$ cat src/rtl/qr_ctrl_pkg.sv
package qr_ctrl_pkg;

    // Switching phase of the gate controller
    typedef enum logic [1:0] {
        PH_IDLE    = 2'd0,   // gate low, waiting for valley or starter
        PH_SETTLE  = 2'd1,   // valid valley seen, waiting the settling delay
        PH_CONDUCT = 2'd2    // gate high, waiting for current-sense trip
    } phase_e;

    // Demagnetisation edge tracker state
    typedef struct packed {
        logic armed;
        logic arm_prev;
        logic hi_prev;
    } zcd_st_t;

endpackage

$ cat src/rtl/qr_blank_lut.sv
module qr_blank_lut #(
    parameter int COMP_W        = 4,
    parameter int CNT_W         = 17,
    parameter int BLANK_MAX_CYC = 6000,
    parameter int BLANK_MIN_CYC = 1200,
    parameter int FLOOR_CYC     = 1205
) (
    input  logic [COMP_W-1:0] code,
    output logic [CNT_W-1:0]  blank_cyc
);
    localparam int ENTRIES = 2 ** COMP_W;
    localparam int SPAN    = BLANK_MAX_CYC - BLANK_MIN_CYC;
    localparam int STEPS   = ENTRIES - 1;

    logic [CNT_W-1:0] tbl [ENTRIES];

    // One constant per code, linear from the longest to the shortest window
    for (genvar i = 0; i < ENTRIES; i++) begin : g_entry
        localparam int RAW = BLANK_MAX_CYC - (SPAN * i) / STEPS;
        localparam int VAL = (RAW < FLOOR_CYC) ? FLOOR_CYC : RAW;
        assign tbl[i] = CNT_W'(VAL);
    end

    assign blank_cyc = tbl[code];

endmodule

$ cat src/rtl/qr_zcd_track.sv
module qr_zcd_track
    import qr_ctrl_pkg::*;
(
    input  logic clk,
    input  logic rst_n,
    input  logic en,
    input  logic arm_in,
    input  logic hi_in,
    input  logic consume,   // gate turn-on this cycle: drop the arm flag
    output logic armed,
    output logic fall
);
    zcd_st_t st_d, st_q;
    logic    arm_rise;

    always_comb begin
        st_d          = st_q;
        arm_rise      = arm_in & ~st_q.arm_prev;
        st_d.arm_prev = arm_in;
        st_d.hi_prev  = hi_in;
        if (!en || consume) begin
            st_d.armed = 1'b0;          // clearing wins over a coincident arming edge
        end else if (arm_rise) begin
            st_d.armed = 1'b1;
        end
    end

    always_ff @(posedge clk) begin
        if (!rst_n) begin
            st_q <= '0;
        end else begin
            st_q <= st_d;
        end
    end

    assign armed = st_q.armed;
    assign fall  = st_q.hi_prev & ~hi_in;

endmodule

$ cat src/rtl/qr_starter.sv
module qr_starter #(
    parameter int COMP_W           = 4,
    parameter int CNT_W            = 17,
    parameter int STARTER_SLOW_CYC = 100000,
    parameter int STARTER_FAST_CYC = 25000,
    parameter int BURST_CODE       = 4
) (
    input  logic [COMP_W-1:0] code,
    input  logic [CNT_W-1:0]  tmr,
    output logic              expire
);
    localparam logic [CNT_W-1:0]  SLOW_LIM = CNT_W'(STARTER_SLOW_CYC);
    localparam logic [CNT_W-1:0]  FAST_LIM = CNT_W'(STARTER_FAST_CYC);
    localparam logic [COMP_W-1:0] BURST_C  = COMP_W'(BURST_CODE);

    logic [CNT_W-1:0] period;

    always_comb begin
        period = (code >= BURST_C) ? FAST_LIM : SLOW_LIM;
        expire = (tmr >= period);
    end

endmodule

$ cat src/rtl/qr_gate_ctrl.sv
module qr_gate_ctrl
    import qr_ctrl_pkg::*;
#(
    parameter int COMP_W           = 4,
    parameter int BLANK_MAX_CYC    = 6000,
    parameter int BLANK_MIN_CYC    = 1200,
    parameter int MIN_PERIOD_CYC   = 1205,
    parameter int STARTER_SLOW_CYC = 100000,
    parameter int STARTER_FAST_CYC = 25000,
    parameter int BURST_CODE       = 4,
    parameter int LEB_CYC          = 50,
    parameter int TRIG_DELAY_CYC   = 40
) (
    input  logic              clk,
    input  logic              rst_n,
    input  logic              en,
    input  logic [COMP_W-1:0] comp_code,
    input  logic              zcd_arm,
    input  logic              zcd_hi,
    input  logic              cs_trip,
    output logic              gate
);
    localparam int TOP_A   = (STARTER_SLOW_CYC > BLANK_MAX_CYC) ? STARTER_SLOW_CYC : BLANK_MAX_CYC;
    localparam int TOP_B   = (TOP_A > MIN_PERIOD_CYC) ? TOP_A : MIN_PERIOD_CYC;
    localparam int TOP_C   = (TOP_B > LEB_CYC) ? TOP_B : LEB_CYC;
    localparam int TMR_W   = $clog2(TOP_C + 2);
    localparam int DLY_W   = (TRIG_DELAY_CYC > 1) ? $clog2(TRIG_DELAY_CYC) : 1;
    localparam logic [TMR_W-1:0] TMR_SAT  = '1;
    localparam logic [TMR_W-1:0] LEB_LIM  = TMR_W'(LEB_CYC);
    localparam logic [DLY_W-1:0] DLY_LAST = DLY_W'(TRIG_DELAY_CYC - 1);

    typedef struct packed {
        phase_e           phase;
        logic [TMR_W-1:0] tmr;    // edges since the gate last rose
        logic [DLY_W-1:0] dly;    // settling delay count
    } ctl_st_t;

    ctl_st_t          ctl_d, ctl_q;
    logic             armed, fall, start_exp, turn_on, valley_ok;
    logic [TMR_W-1:0] blank_cyc;

    qr_blank_lut #(
        .COMP_W        (COMP_W),
        .CNT_W         (TMR_W),
        .BLANK_MAX_CYC (BLANK_MAX_CYC),
        .BLANK_MIN_CYC (BLANK_MIN_CYC),
        .FLOOR_CYC     (MIN_PERIOD_CYC)
    ) u_blank (
        .code      (comp_code),
        .blank_cyc (blank_cyc)
    );

    qr_zcd_track u_zcd (
        .clk     (clk),
        .rst_n   (rst_n),
        .en      (en),
        .arm_in  (zcd_arm),
        .hi_in   (zcd_hi),
        .consume (turn_on),
        .armed   (armed),
        .fall    (fall)
    );

    qr_starter #(
        .COMP_W           (COMP_W),
        .CNT_W            (TMR_W),
        .STARTER_SLOW_CYC (STARTER_SLOW_CYC),
        .STARTER_FAST_CYC (STARTER_FAST_CYC),
        .BURST_CODE       (BURST_CODE)
    ) u_start (
        .code   (comp_code),
        .tmr    (ctl_q.tmr),
        .expire (start_exp)
    );

    always_comb begin
        ctl_d     = ctl_q;
        turn_on   = 1'b0;
        valley_ok = armed && fall && (ctl_q.tmr >= blank_cyc);
        ctl_d.tmr = (ctl_q.tmr == TMR_SAT) ? ctl_q.tmr : ctl_q.tmr + 1'b1;

        unique case (ctl_q.phase)
            PH_IDLE: begin
                if (valley_ok) begin              // valley path has precedence
                    ctl_d.phase = PH_SETTLE;
                    ctl_d.dly   = '0;
                end else if (start_exp) begin
                    ctl_d.phase = PH_CONDUCT;
                    turn_on     = 1'b1;
                end
            end
            PH_SETTLE: begin
                if (ctl_q.dly == DLY_LAST) begin
                    ctl_d.phase = PH_CONDUCT;
                    turn_on     = 1'b1;
                end else begin
                    ctl_d.dly = ctl_q.dly + 1'b1;
                end
            end
            PH_CONDUCT: begin
                if (cs_trip && (ctl_q.tmr >= LEB_LIM)) begin
                    ctl_d.phase = PH_IDLE;
                end
            end
            default: ctl_d.phase = PH_IDLE;
        endcase

        if (turn_on) begin
            ctl_d.tmr = '0;
        end

        if (!en) begin
            ctl_d   = '{phase: PH_IDLE, tmr: '0, dly: '0};
            turn_on = 1'b0;
        end
    end

    always_ff @(posedge clk) begin
        if (!rst_n) begin
            ctl_q <= '{phase: PH_IDLE, tmr: '0, dly: '0};
        end else begin
            ctl_q <= ctl_d;
        end
    end

    assign gate = (ctl_q.phase == PH_CONDUCT);

endmodule

$ cat config.mk
export PLATFORM = sky130hd
export DESIGN_NAME = qr_gate_ctrl
export DESIGN_NICKNAME = d
export VERILOG_FILES = /design/src/rtl/qr_ctrl_pkg.sv /design/src/rtl/qr_blank_lut.sv /design/src/rtl/qr_zcd_track.sv /design/src/rtl/qr_starter.sv /design/src/rtl/qr_gate_ctrl.sv
export SDC_FILE = /design/constraint.sdc
export NUM_CORES = 1
export LEC_CHECK = 0
export CORE_UTILIZATION = 29
export CTS_BUF_LIST = sky130_fd_sc_hd__clkbuf_4 sky130_fd_sc_hd__clkbuf_8
export DETAILED_ROUTE_END_ITERATION = 6
export GPL_TIMING_DRIVEN = 1
export PLACE_DENSITY = 0.46
export RECOVER_POWER = 100
export SLEW_MARGIN = 20
export SYNTH_ARGS = -nofsm -noshare
export SYNTH_HDL_FRONTEND = slang
export SYNTH_SLANG_ARGS = --single-unit
$ cat constraint.sdc
create_clock -name clk -period 3.9 [get_ports clk]
set_clock_uncertainty 0.15 [all_clocks]
set_input_delay 0.78 -clock clk [delete_from_list [all_inputs] [get_ports clk]]
set_output_delay 0.78 -clock clk [all_outputs]
set_load 0.01 [all_outputs]
==> impl_metrics.ini <==
[cts]
postCtsResizedCells = 0
cts.htree.levels = 1
ctsRootBufferMaster = clkbuf_8
worstSkewPairLatency_ns = 0.27
cts.clk_slew.worst_paths_ns = 0.09
tritoncts = done
max-clock-path-buffers = 2
tritoncts.num_buffers = 3
cts_hold_buf = 0
cts_sinks = 28
post_cts.repair.setup_buffers = 0

[sta]
hold_slack_ns = 0.356
fin_crit_ns = 3.57
rsz_0062_raised_after_global_routing = no
final_hold_viol_count = 0
layout_worst_path_cycle_share_pct = 91.6
finalSetupViolCount = 0
report.final.slew_viol_count = 0
fin_tns_setup_ns = 0
slew-limit-headroom_pct = 65.9
worst_pin_slew_ns = 0.506
timing.fmax_mhz = 280

[placed_design]
dp_hpwl_um = 3210
gp_congestion = 0.735
numPortBuffers = 10

[worst_setup_path]
endpoint_class_of_the_critical_path = flip-flop
worstSetupStartpointType = primary input
cp_top_family = buffers and inverters
path_max_fanout = 18
crit_path_cell_trace = dlygate4sd3_1 > inv_1 > ha_1 > inv_1 > mux4_2 > ha_1 > nand4_1 > nor4_1 > o21bai_1 > o221ai_1 > o21ai_4 > buf_12 > nor2_1
cp_slowest_cell = dlygate4sd3_1
worst_setup_path_endpoint = ctl_q[7]
cp.required_ns = 3.96
crit_path_start = comp_code[1]
worst-setup-path-type = in2reg
reg2regPathDepth = 9
reg2reg_capture_point = ctl_q[21]
r2r_setup_slack_ns = 1.33
cpPeakStageDelay_ns = 0.64
crit_buf_inv = 4
worstReg2RegStart = ctl_q[9]
path_depth = 13
critical_path_arrival_ns = 3.63

[min_path]
worstHoldPathType = reg2reg
hold-path-cell-count = 2

[cells_and_area]
nets = 277
fraction_of_layout_instances_using_a_drive_strength_above_1_pct = 5.91
nFillCells = 705
insertedDiodeCount = 0
utilization_pct = 33.9
relative_area_change_from_synthesis_to_final_layout_pct = 12.0

[logic_synthesis]
ys_seq_elements = 28
synth_commonest_cells = 33 x nor2_1, 28 x dfxtp_1, 28 x ha_1, 15 x nand2_1, 14 x xor2_1
netlist_area_um2 = 1950
yosys.area_share.simple_pct = 26.5
yosys.area_share.adder_pct = 18.0
synth_most_common_cell = nor2_1
synth-edff-count = 0
synth_top_family_by_area = simple AND/OR/NAND/NOR gates
muxShareOfSynthArea_pct = 2.19
async_reset_ff_share_pct = 0
netlist-cell-type-count = 44
synth_compound_area_share_pct = 11.5
synth_top_cell_area_share_pct = 28.8
post_synth_inst_count = 225
synth_top_area_cell = dfxtp_1
synth_top_area_cells = dfxtp_1 29%, ha_1 18%, nor2_1 6.4%
syn_area_per_cell_um2 = 8.65
yosys.area_share.xor_xnor_pct = 9.00
ys.warnings.count = 0
ys_seq_area_share_pct = 28.8
syn-num-nets = 263
synthFlopType = dfxtp_1

[global_routing]
grt_pass1_wl_um = 7290
grt_antenna_before_repair = 0
grt_pass1_vias = 1523
maximum_number_of_pins_on_one_net_before_global_route_repair = 19
global_route.overflow_total = 0
grt.total_usage_pct = 12.9

[job]
maxCapViolCount = 0

[route]
drc = 0
detailroute.via_count = 1537
wl_per_cell_um = 12.8
iteration_count_of_the_initial_detailed_routing_pass = 4
final_routed_wirelength_across_all_metal_layers_um = 4020
drt_first_iter_violations = 49
detail_route.vias_per_cell = 4.89
drt.antenna.violating_nets = 0

[die]
die_x_um = 83.9
core-area_um2 = 6420
fp.dieArea_um2 = 7050
floorplan.initialDensity_pct = 30.3
ios = 11
die_y_um = 83.9
number_of_rows_created_at_floorplan = 29

[power_and_ir_drop]
ir_worst_vdd_v = 0.000106
power.density_nw_per_um2 = 232
p_leak_nw = 0.913
final_total_pwr_uw = 505

[status]
status = finished, final reports clean
metal layers:
layer | vias up | wire length [µm] | global-route usage (%)
met5 | - | 0 | 0
met3 | 2 | 89 | 2.87
met4 | 0 | 30 | 3.29
met1 | 702 | 2110 | 17.7
met2 | 9 | 1790 | 20.3
li1 | 824 | - | -
cells by family (layout without fill, tap and decap cells):
logic type | after synthesis | count (layout)
buffers and inverters | 15 | 27
DFF | 28 | 28
and+or+nand+nor | 101 | 101
adders and majority gates | 28 | 28
muxes | 3 | 3
AOI/OAI and AO/OA | 30 | 30
xor gates and xnor gates | 20 | 20
worst min-delay path, delay by kind of cell, from the launching register on:
family / cells / cell delay (ns)
AND/OR/NAND/NOR: 1 / 0.08
flip-flops: 1 / 0.34
AO/OA/AOI/OAI: 1 / 0.05
worst min-delay path by stage:
stage                     start     endpoint  slack, ns
floorplan           u_zcd.armed  u_zcd.armed       0.29
global placement       ctl_q[1]     ctl_q[1]       0.33
detailed placement  u_zcd.armed  u_zcd.armed       0.35
CTS                    ctl_q[1]     ctl_q[1]       0.37
global route           ctl_q[1]     ctl_q[1]       0.40
finish              u_zcd.armed  u_zcd.armed       0.36
power by group:
| group | switching [mW] | internal, mW |
|---|---|---|
| Combinational | 0.0305 | 0.0287 |
| Sequential | 0.00218 | 0.288 |
| Clock | 0.0865 | 0.0693 |
| Total | 0.119 | 0.386 |
layout by cell type, fill, tap and decap left out, drive strengths merged, types with 2 or more instances in the layout:
master          n
mux2i           2
ha             28
and2            2
nor4            6
clkdlybuf4s50   7
dfxtp          28
nand2          15
a211oi          2
nor2b           5
xor2           14
o21ai           6
buf             4
inv            10
and3            2
a21oi           9
a21o            3
nand2b          2
nor2           33
or2             2
nand4b          2
nand4          11
dlygate4sd3     3
nor3            8
clkbuf          3
xnor2           6
nand3           6
metrics by stage:
step                instances  worst slack, ns  cell area [µm²]
global placement          311            0.163             2140
global route              314            0.133             2180
floorplan                 225            0.766             1950
finish                    314            0.328             2180
detailed placement        311           0.0980             2140
CTS                       314            0.403             2190
state kept, by name, indices dropped and copies added, names as in the netlist:
signal and cells:
ctl_q 25, u_zcd.st_q 2, u_zcd.armed 1
final cells by class:
| type | count | area [µm²] | share of cell area, % |
|---|---|---|---|
| Multi-Input combinational cell | 182 | 1300 | 59.7 |
| Inverter | 10 | 37.5 | 1.72 |
| Clock buffer | 3 | 41.3 | 1.89 |
| Sequential cell | 28 | 561 | 25.7 |
| Timing Repair Buffer | 14 | 143 | 6.54 |
| Tap cell | 77 | 96.3 | 4.42 |
Power figures use the tool's default switching activity.
